**src/rtl/twi_hold_pkg.sv**
```systemverilog
package twi_hold_pkg;
   // Index of each phase flag inside the packed phase vectors
   localparam int PH_START = 0;
   localparam int PH_TX    = 1;
   localparam int PH_RX    = 2;
   localparam int NPH      = 3;

   typedef logic [NPH-1:0] phase_vec_t;

   // Arbitration fallback state of the port
   typedef enum logic {
      ROLE_NORMAL   = 1'b0,
      ROLE_SLAVE_RX = 1'b1
   } role_t;
endpackage

```
**src/rtl/twi_flag_cell.sv**
```systemverilog
module twi_flag_cell #(
   parameter bit SET_WINS = 1'b1
) (
   input  logic clk,
   input  logic rst_n,
   input  logic set_i,
   input  logic clr_i,
   output logic q_o
);
   logic q;

   generate
      if (SET_WINS) begin : g_set_wins
         always_ff @(posedge clk or negedge rst_n) begin
            if (!rst_n) q <= 1'b0;
            else        q <= set_i | (q & ~clr_i);
         end
      end else begin : g_clr_wins
         always_ff @(posedge clk or negedge rst_n) begin
            if (!rst_n) q <= 1'b0;
            else        q <= ~clr_i & (set_i | q);
         end
      end
   endgenerate

   assign q_o = q;

   AST_FLAG_SETS: assert property (@(posedge clk) disable iff (!rst_n)
      (set_i && (SET_WINS || !clr_i)) |=> q_o);
   AST_FLAG_CLEARS: assert property (@(posedge clk) disable iff (!rst_n)
      (clr_i && !set_i) |=> !q_o);
   AST_FLAG_STICKY: assert property (@(posedge clk) disable iff (!rst_n)
      (q_o && !clr_i) |=> q_o);
endmodule

```
**src/rtl/twi_ack_select.sv**
```systemverilog
module twi_ack_select #(
   parameter bit RESET_NACK = 1'b0
) (
   input  logic clk,
   input  logic rst_n,
   input  logic sample_i,
   input  logic nack_sel_i,
   output logic ack_level_o
);
   logic lvl;

   always_ff @(posedge clk or negedge rst_n) begin
      if (!rst_n)        lvl <= RESET_NACK;
      else if (sample_i) lvl <= nack_sel_i;
   end

   assign ack_level_o = lvl;

   AST_ACK_SAMPLED: assert property (@(posedge clk) disable iff (!rst_n)
      sample_i |=> (ack_level_o == $past(nack_sel_i)));
   AST_ACK_FROZEN: assert property (@(posedge clk) disable iff (!rst_n)
      !sample_i |=> $stable(ack_level_o));
endmodule

```
**src/rtl/twi_arb_track.sv**
```systemverilog
module twi_arb_track
   import twi_hold_pkg::*;
(
   input  logic clk,
   input  logic rst_n,
   input  logic arb_lost_i,
   input  logic stat_rd_i,
   input  logic stop_seen_i,
   output logic arb_flag_o,
   output logic slave_rx_o
);
   role_t role_q;
   logic  arb_q;

   always_ff @(posedge clk or negedge rst_n) begin
      if (!rst_n) begin
         arb_q  <= 1'b0;
         role_q <= ROLE_NORMAL;
      end else begin
         arb_q <= arb_lost_i | (arb_q & ~stat_rd_i);
         if (arb_lost_i)       role_q <= ROLE_SLAVE_RX;
         else if (stop_seen_i) role_q <= ROLE_NORMAL;
      end
   end

   assign arb_flag_o = arb_q;
   assign slave_rx_o = (role_q == ROLE_SLAVE_RX);

   AST_ARB_ENTERS: assert property (@(posedge clk) disable iff (!rst_n)
      arb_lost_i |=> (arb_flag_o && slave_rx_o));
   AST_ARB_READ_CLR: assert property (@(posedge clk) disable iff (!rst_n)
      (stat_rd_i && !arb_lost_i) |=> !arb_flag_o);
   AST_SLAVE_EXIT: assert property (@(posedge clk) disable iff (!rst_n)
      (stop_seen_i && !arb_lost_i) |=> !slave_rx_o);
endmodule

```
**src/rtl/twi_phase_hold.sv**
```systemverilog
module twi_phase_hold
   import twi_hold_pkg::*;
#(
   parameter bit         SET_WINS   = 1'b1,
   parameter bit         RESET_NACK = 1'b0,
   parameter logic [2:0] HOLD_MASK  = 3'b111
) (
   input  logic clk,
   input  logic rst_n,
   input  logic tx_done_i,
   input  logic rx_done_i,
   input  logic start_sent_i,
   input  logic fw_clr_tx_i,
   input  logic fw_clr_rx_i,
   input  logic fw_clr_start_i,
   input  logic stat_rd_i,
   input  logic rx_bit8_i,
   input  logic nack_sel_i,
   input  logic arb_lost_i,
   input  logic stop_seen_i,
   output logic tx_flag_o,
   output logic rx_flag_o,
   output logic start_flag_o,
   output logic arb_flag_o,
   output logic scl_hold_o,
   output logic ack_level_o,
   output logic slave_rx_o
);
   localparam int NHOLD = NPH;

   if (NPH != 3) begin : g_bad_nph
      $error("twi_phase_hold: phase count must be 3");
   end
   if (HOLD_MASK == 3'b000) begin : g_bad_mask
      $error("twi_phase_hold: HOLD_MASK must select at least one phase");
   end

   phase_vec_t ph_set, ph_clr, ph_q, ph_hold;

   assign ph_set[PH_START] = start_sent_i;
   assign ph_set[PH_TX]    = tx_done_i;
   assign ph_set[PH_RX]    = rx_done_i;
   assign ph_clr[PH_START] = fw_clr_start_i;
   assign ph_clr[PH_TX]    = fw_clr_tx_i;
   assign ph_clr[PH_RX]    = fw_clr_rx_i;

   for (genvar i = 0; i < NPH; i++) begin : g_phase
      twi_flag_cell #(.SET_WINS(SET_WINS)) u_flag (
         .clk  (clk),
         .rst_n(rst_n),
         .set_i(ph_set[i]),
         .clr_i(ph_clr[i]),
         .q_o  (ph_q[i])
      );
      if (HOLD_MASK[i]) begin : g_hold_on
         assign ph_hold[i] = ph_q[i];
      end else begin : g_hold_off
         assign ph_hold[i] = 1'b0;
      end
   end

   assign start_flag_o = ph_q[PH_START];
   assign tx_flag_o    = ph_q[PH_TX];
   assign rx_flag_o    = ph_q[PH_RX];
   assign scl_hold_o   = |ph_hold[NHOLD-1:0];

   twi_ack_select #(.RESET_NACK(RESET_NACK)) u_ack (
      .clk        (clk),
      .rst_n      (rst_n),
      .sample_i   (rx_bit8_i),
      .nack_sel_i (nack_sel_i),
      .ack_level_o(ack_level_o)
   );

   twi_arb_track u_arb (
      .clk        (clk),
      .rst_n      (rst_n),
      .arb_lost_i (arb_lost_i),
      .stat_rd_i  (stat_rd_i),
      .stop_seen_i(stop_seen_i),
      .arb_flag_o (arb_flag_o),
      .slave_rx_o (slave_rx_o)
   );

   AST_HOLD_RELEASE: assert property (@(posedge clk) disable iff (!rst_n)
      $fell(scl_hold_o) |-> $past(fw_clr_tx_i | fw_clr_rx_i | fw_clr_start_i));
   AST_TX_STALLS: assert property (@(posedge clk) disable iff (!rst_n)
      (tx_done_i && HOLD_MASK[PH_TX]) |=> (tx_flag_o && scl_hold_o));
   AST_RX_STALLS: assert property (@(posedge clk) disable iff (!rst_n)
      (rx_done_i && HOLD_MASK[PH_RX]) |=> (rx_flag_o && scl_hold_o));
   AST_START_STALLS: assert property (@(posedge clk) disable iff (!rst_n)
      (start_sent_i && HOLD_MASK[PH_START]) |=> (start_flag_o && scl_hold_o));
endmodule

```
**config.mk**
```make
export PLATFORM = sky130hd
export DESIGN_NAME = twi_phase_hold
export DESIGN_NICKNAME = d
export VERILOG_FILES = /design/src/rtl/twi_hold_pkg.sv /design/src/rtl/twi_flag_cell.sv /design/src/rtl/twi_ack_select.sv /design/src/rtl/twi_arb_track.sv /design/src/rtl/twi_phase_hold.sv
export SDC_FILE = /design/constraint.sdc
export NUM_CORES = 1
export LEC_CHECK = 0
export ABC_AREA = 1
export BUFFER_PORTS_ARGS = -buffer_cell sky130_fd_sc_hd__clkbuf_2
export CAP_MARGIN = 20
export CELL_PAD_IN_SITES_DETAIL_PLACEMENT = 1
export CELL_PAD_IN_SITES_GLOBAL_PLACEMENT = 1
export CORE_AREA = 4 4 41 43
export CTS_BUF_LIST = sky130_fd_sc_hd__clkbuf_16
export DETAILED_ROUTE_END_ITERATION = 16
export DIE_AREA = 0 0 45 47
export PLACE_DENSITY_LB_ADDON = 0.1
export RECOVER_POWER = 100
export SETUP_SLACK_MARGIN = 0.15
export SLEW_MARGIN = 40
export SYNTH_ARGS = -nofsm -noshare
export SYNTH_HDL_FRONTEND = slang
export SYNTH_SLANG_ARGS = --single-unit
```
**constraint.sdc**
```tcl
create_clock -name clk -period 1.3 [get_ports clk]
set_input_delay 0.065 -clock clk [delete_from_list [all_inputs] [get_ports clk]]
set_output_delay 0.065 -clock clk [all_outputs]
set_load 0.1 [all_outputs]
```
==> results.toml, run 1 <==
[final_layout]
number_of_cells_in_the_finished_layout_apart_from_fillers = 71
finalInstanceArea_um2 = 465
antennaDiodeCount = 0
area.growth.synth_to_final_pct = 87.9
share_of_cells_above_drive_strength_1_pct = 46.4
filler_cell_count = 170
nNetsFinal = 70

[yosys]
share_of_cell_area_taken_by_muxes_after_synthesis_pct = 0
synth.lib_cells_used.distinct = 4
post_synth_and_or_nand_nor_area_fraction_pct = 22.7
most_frequently_used_cell_type_in_the_post_synthesis_netlist = "sky130_fd_sc_hd__nand2_1"
post_synth_xor_area_fraction_pct = 0
netlist.area_leader.share_pct = 60.6
async_reset_ff_share_pct = 100
fraction_of_the_mapped_netlist_area_in_adder_cells_pct = 0
synth.ff_latch_count = 6
synth.top_cells.by_count = "14 x sky130_fd_sc_hd__nand2_1, 11 x sky130_fd_sc_hd__inv_1, 6 x sky130_fd_sc_hd__dfrtp_1"
syn_area_um2 = 248
postSynthNetCount = 45
sequential_element_share_of_the_synthesized_area_pct = 60.6
mapped_avg_cell_area_um2 = 7.74
synth_enable_flop_cells = 0
ys.flop_type = "sky130_fd_sc_hd__dfrtp_1"
synth.largest_area_cell = "sky130_fd_sc_hd__dfrtp_1"
yosys-top-cells-area = "sky130_fd_sc_hd__dfrtp_1 61%, sky130_fd_sc_hd__nand2_1 21%, sky130_fd_sc_hd__inv_1 17%, sky130_fd_sc_hd__nor2_1 1.5%"
largest_family_of_logic_cells_by_synthesized_area = "simple AND/OR/NAND/NOR gates"
synthCells = 32
synth-compound-area-share_pct = 0
synth.yosys.warnings = 0

[clock_network]
clock_sinks = 6
postCtsSetupRepairBufs = 0
cts_buffer_depth = 2
cts.root.buffer_cell = "sky130_fd_sc_hd__clkbuf_16"
cts.clk_slew.worst_paths_ps = 40
tritoncts = "done"
clock_latency_ps = 230
htree_levels = 1
cts-buffers-inserted = 3

[global_route]
grt.overflow.total = 0
grt_pass1_vias = 298
number_of_antenna_violations_at_the_first_check_in_global_routing = 0
grt_start_max_net_pins = 7
total_grt_usage_pct = 8.64
grt_first_pass_wirelength_um = 1170

[setup_path]
worst_setup_path_start_kind = "flip-flop"
required_ps = 1240
worst_flop_to_flop_path_startpoint = "g_phase[0].u_flag.q_o"
cp-end-kind = "primary output"
worst_reg2reg_setup_slack_ps = 650
worst_ep_arrival_time_ps = 1100
biggest_fanout_along_the_worst_timing_path = 3
criticalPathCategory = "reg -> out"
setup.worst_path.start = "g_phase[1].u_flag.q_o"

[routing]
post-route-drc-count = 0
routed-via-count = 273
first_pass_iters = 1
detailedRoute.firstIterationViolations = 0
post_drt_via_cell_ratio = 3.85
routed_wirelength_um = 737
ant_nets = 0
post_drt_wl_per_cell_um = 10.4

[worst_hold_path]
min-delay-path-class = "in -> reg"
min_from = "rx_done_i"

[placement]
numPortBuffers = 19
detailed_place.area_um2 = 373
placedCellCount = 66
hpwlAfterDp_um = 630
gp_routability_congestion = 0.626

[floorplan]
initial_core_util_pct = 19.0
core_um2 = 1300
fp.dieW_um = 45
die-height_um = 47
rows = 13
i_o_pins = 20
area_of_the_die_um2 = 2120

[flow_run]
max_cap_viol_count = 0

[sta]
max_freq_mhz = 860
aggregate_negative_setup_slack_ps = 0
count_of_final_max_slew_check_failures = 0
grt_setup_unrepaired = "yes"
worst-slew-pin-transition_ps = 549
setup_viol = 0
min_period_over_period_pct = 89.5
timing.final.hold_violations = 0
period_minus_slack_ps = 1160
relSlewSlack_pct = 63.5
skew_ps = 0

[power]
power_per_cell_area_nw_per_um2 = 1890
max-vdd-ir-drop_mv = 1.01
p_leak_nw = 0.295

[status]
run_status = "finished, final reports clean"
-- kinds of logic (layout without fill, tap and decap cells) --
logic type | Yosys count | after routing
AND/OR/NAND/NOR | 15 | 15
buffers and inverters | 11 | 35
flip-flops | 6 | 6
-- flip-flops by register name, summed over array words and instances (netlist names) --
register / flops
g_phase.u_flag.q_o: 3
u_ack.ack_level_o: 1
u_arb.arb_flag_o: 1
u_arb.slave_rx_o: 1
-- worst paths after layout --
| check | end | cells past startpoint |
|---|---|---|
| worst min register to register | u_ack.ack_level_o | 2 |
| worst max register to register | g_phase[0].u_flag.q_o | 2 |
| min in group asynchronous | g_phase[2].u_flag.q_o | 2 |
| max in group asynchronous | g_phase[1].u_flag.q_o | 2 |
| worst max-delay path | scl_hold_o | 3 |
| worst min-delay path | g_phase[2].u_flag.q_o | 3 |
-- area by class of cell --
cell class	count	area [um2]	area share [%]
Clock buffer	3	75.1	16.1
Clock inverter	1	3.75	0.806
Inverter	11	41.3	8.87
Multi-Input combinational cell	15	66.3	14.2
Sequential cell	6	154	33.1
Tap cell	15	18.8	4.03
Timing Repair Buffer	20	106	22.8
-- where the power goes --
| group | switching, mW | internal [mW] | total [mW] |
|---|---|---|---|
| registers | 0.00972 | 0.203 | 0.212 |
| logic | 0.135 | 0.0324 | 0.167 |
| clock network | 0.104 | 0.399 | 0.502 |
-- timing repair --
item / in CTS / in global routing
gates cloned: 0 / 0
hold buffers: 1 / 0
gates resized for setup: 2 / 1
endpoints found under the setup margin: 1 / 1
hold endpoints to repair: 6 / 0
-- layer usage --
layer | part of all wire (%) | routed length [um] | up-vias | GRT usage, %
met1 | 30 | 218 | 128 | 6.67
li1 | - | - | 132 | -
met2 | 58 | 429 | 11 | 15.8
met4 | 2.2 | 16 | 0 | 5.26
met3 | 9.8 | 72 | 2 | 5.75
met5 | 0 | 0 | - | 0
-- worst max-delay path: stages (launching register included) --
cell,delay [ps]
sky130_fd_sc_hd__dfrtp_2,410
sky130_fd_sc_hd__nor2_2,150
sky130_fd_sc_hd__nand2_4,40
sky130_fd_sc_hd__clkbuf_4,270
-- stage by stage --
stage               util [%]  power [mW]  hold slack, ps  setup slack, ps
detailed placement      28.7       0.380           -91.7              249
global placement        28.7       0.374           -97.1              253
CTS                     36.2       0.901            23.3              151
finish                  35.8       0.882            30.7              137
global route            35.8       0.922            41.7             97.8
floorplan                  -       0.336            -231              151
-- cell usage in the layout, fill, tap and decap left out --
cell / count
sky130_fd_sc_hd__clkbuf_1: 1
sky130_fd_sc_hd__clkbuf_16: 3
sky130_fd_sc_hd__clkbuf_2: 17
sky130_fd_sc_hd__clkbuf_4: 1
sky130_fd_sc_hd__dfrtp_1: 3
sky130_fd_sc_hd__dfrtp_2: 3
sky130_fd_sc_hd__dlygate4sd3_1: 1
sky130_fd_sc_hd__inv_1: 12
sky130_fd_sc_hd__nand2_1: 13
sky130_fd_sc_hd__nand2_4: 1
sky130_fd_sc_hd__nor2_2: 1
Note: power is estimated with default switching activity, not from simulation.
==> inputs of run 2 (changes only) <==
--- a/config.mk
+++ b/config.mk
@@ -9,11 +9,8 @@
 export BUFFER_PORTS_ARGS = -buffer_cell sky130_fd_sc_hd__clkbuf_2
 export CAP_MARGIN = 20
-export CELL_PAD_IN_SITES_DETAIL_PLACEMENT = 1
-export CELL_PAD_IN_SITES_GLOBAL_PLACEMENT = 1
 export CORE_AREA = 4 4 41 43
 export CTS_BUF_LIST = sky130_fd_sc_hd__clkbuf_16
 export DETAILED_ROUTE_END_ITERATION = 16
 export DIE_AREA = 0 0 45 47
-export PLACE_DENSITY_LB_ADDON = 0.1
 export RECOVER_POWER = 100
 export SETUP_SLACK_MARGIN = 0.15
==> constraint.sdc (replaced) <==
create_clock -name clk -period 1.3 [get_ports clk]
set_input_delay 0.26 -clock clk [delete_from_list [all_inputs] [get_ports clk]]
set_output_delay 0.26 -clock clk [all_outputs]
set_load 0.1 [all_outputs]
==> run 2 against run 1 <==
  * The flow now finishes with violations (negative setup slack)
  * Clock skew did not move
  * Die area did not move
  * Setup slack got worse by 190 ps
==> results.toml, run 2 (synthesis results as in run 1) <==
[routing]
first_pass_iters = 2
routed-wl-met2_um = 295
wire_length_on_met1_um = 222
post_drt_wl_per_cell_um = 8.44
ant_nets = 0
routed-via-count = 263
detailedRoute.firstIterationViolations = 4
highest-signal-layer = "met3"
post_drt_via_cell_ratio = 3.65
routed_wirelength_um = 608
wl_met3_um = 89
post-route-drc-count = 0

[clock_network]
htree_levels = 1
cts.clk_slew.worst_paths_ps = 30
cts.root.buffer_cell = "sky130_fd_sc_hd__clkbuf_16"
cts-buffers-inserted = 3
clock_latency_ps = 230
cts_buffer_depth = 2
clock_sinks = 6
tritoncts = "done"

[worst_hold_path]
whs_endpoint = "g_phase[1].u_flag.q_o"
holdPathStages = 3
min-delay-path-class = "in -> reg"
min_from = "tx_done_i"

[placement]
placement.setup.worst_slack_ps = 159
gp_routability_congestion = 0.630
numPortBuffers = 19
hpwlAfterDp_um = 480
placedCellCount = 66

[global_route]
grt.overflow.total = 0
total_grt_usage_pct = 7.09
grt_start_max_net_pins = 7
number_of_antenna_violations_at_the_first_check_in_global_routing = 0
grt_first_pass_wirelength_um = 986
grt_pass1_vias = 251

[power]
max-vdd-ir-drop_mv = 0.823
p_leak_nw = 0.306
power_per_cell_area_nw_per_um2 = 1640

[setup_path]
criticalPathCategory = "reg -> out"
crit-reg2reg-capture = "g_phase[0].u_flag.q_o"
cp_slowest_cell = "sky130_fd_sc_hd__dfrtp_4"
crit_chain = "nor2_4, nand2_8, buf_12"
required_ps = 1040
biggest_fanout_along_the_worst_timing_path = 2
reg2reg_depth = 3
critical_path.max_stage_delay_ps = 480
worst_reg2reg_setup_slack_ps = 440
worst_ep_arrival_time_ps = 1090
worst_flop_to_flop_path_startpoint = "g_phase[0].u_flag.q_o"
cp-end-kind = "primary output"
worst_setup_path_start_kind = "flip-flop"

[floorplan]
initial_core_util_pct = 19.0
die-height_um = 47
rows = 13
area_of_the_die_um2 = 2120
fp.dieW_um = 45
core_um2 = 1300
i_o_pins = 20

[final_layout]
layout_common_cells = "13 x sky130_fd_sc_hd__nand2_1, 11 x sky130_fd_sc_hd__clkbuf_2, 10 x sky130_fd_sc_hd__inv_1"
flip_flop_count_of_the_largest_register_all_copies_and_words_added = 3
share_of_cells_above_drive_strength_1_pct = 54.4
antennaDiodeCount = 0
number_of_cells_in_the_finished_layout_apart_from_fillers = 72
nNetsFinal = 72
mostFrequentLayoutCell = "sky130_fd_sc_hd__nand2_1"
area.growth.synth_to_final_pct = 125
fin_util_pct = 42.9
filler_cell_count = 131

[sta]
skew_ps = 0
period_minus_slack_ps = 1350
worst-slew-pin-transition_ps = 333
grt_setup_unrepaired = "yes"
timing.final.hold_violations = 0
timing.hold.ws_ps = 214
count_of_final_max_slew_check_failures = 0
min_period_over_period_pct = 104
relSlewSlack_pct = 77.8
layout_setup_ws_ps = -54.6
setup_viol = 1
max_freq_mhz = 738

[status]
violations = "negative setup slack"
run_status = "finished, violations left"

[flow_run]
max_cap_viol_count = 0
==> run 2: cell types whose count changed in the layout (fill, tap and decap cells not counted), moves of 2 or more <==
cell,previous run,this run
sky130_fd_sc_hd__buf_12,0,3
sky130_fd_sc_hd__clkbuf_2,17,11
sky130_fd_sc_hd__clkbuf_4,1,3
sky130_fd_sc_hd__dfrtp_4,0,3
sky130_fd_sc_hd__inv_1,12,10
sky130_fd_sc_hd__dfrtp_1,3,0
sky130_fd_sc_hd__buf_6,0,2
==> run 2: worst max-delay path by stage <==
stage                     startpoint          to  slack, ps  depth (start not counted)
2_1_floorplan  g_phase[1].u_flag.q_o  scl_hold_o         80                          2
3_3_place_gp   g_phase[1].u_flag.q_o  scl_hold_o        160                          3
3_5_place_dp   g_phase[1].u_flag.q_o  scl_hold_o        160                          3
4_1_cts        g_phase[0].u_flag.q_o  scl_hold_o        -50                          3
5_1_grt        g_phase[1].u_flag.q_o  scl_hold_o        -70                          3
6_report       g_phase[1].u_flag.q_o  scl_hold_o        -50                          3
==> run 2: final cells by class <==
class                      count  area [um2]  share of cell area [%]
clock buffer                   3        75.1                    13.5
inverter                      11        41.3                    7.40
multi-input combinational     15        80.1                    14.3
sequential                     6         165                    29.6
tap                           15        18.8                    3.36
timing repair buffer          22         178                    31.8
==> run 2: worst max-delay path, delay by kind of cell, from the launching register on <==
kind	cells	cell delay, ps
buf+inv	1	160
flops	1	480
simple gates	2	220
==> run 2: what timing repair did <==
| item | in CTS | in global routing |
|---|---|---|
| gates resized for setup | 2 | 1 |
| cloned | 0 | 0 |
| hold endpoints to repair | 6 | 0 |
| setup endpoints to repair | 4 | 4 |
| hold buffers | 1 | 0 |
| setup buffers | 2 | 0 |
| pin swaps | 2 | 2 |
==> run 2: metrics by stage <==
step	total power, mW	TNS (ps)	area, um2
finish	0.916	-54.6	558
global placement	0.440	0	505
detailed placement	0.442	0	505
CTS	0.954	-51.1	609
floorplan	0.348	0	287
global route	0.948	-81.0	558
==> run 2: per-layer routing <==
layer | global-route usage (%) | vias to the layer above
li1 | - | 136
met1 | 7.44 | 114
met2 | 10.2 | 13
met3 | 4.60 | 0
met4 | 5.26 | 0
met5 | 0 | -
==> run 2: where the power goes <==
group | internal (mW) | total, mW | leakage (nW) | switching, mW
logic | 0.0607 | 0.201 | 0.207 | 0.140
clock network | 0.395 | 0.498 | 0.0370 | 0.103
registers | 0.207 | 0.217 | 0.0617 | 0.0102
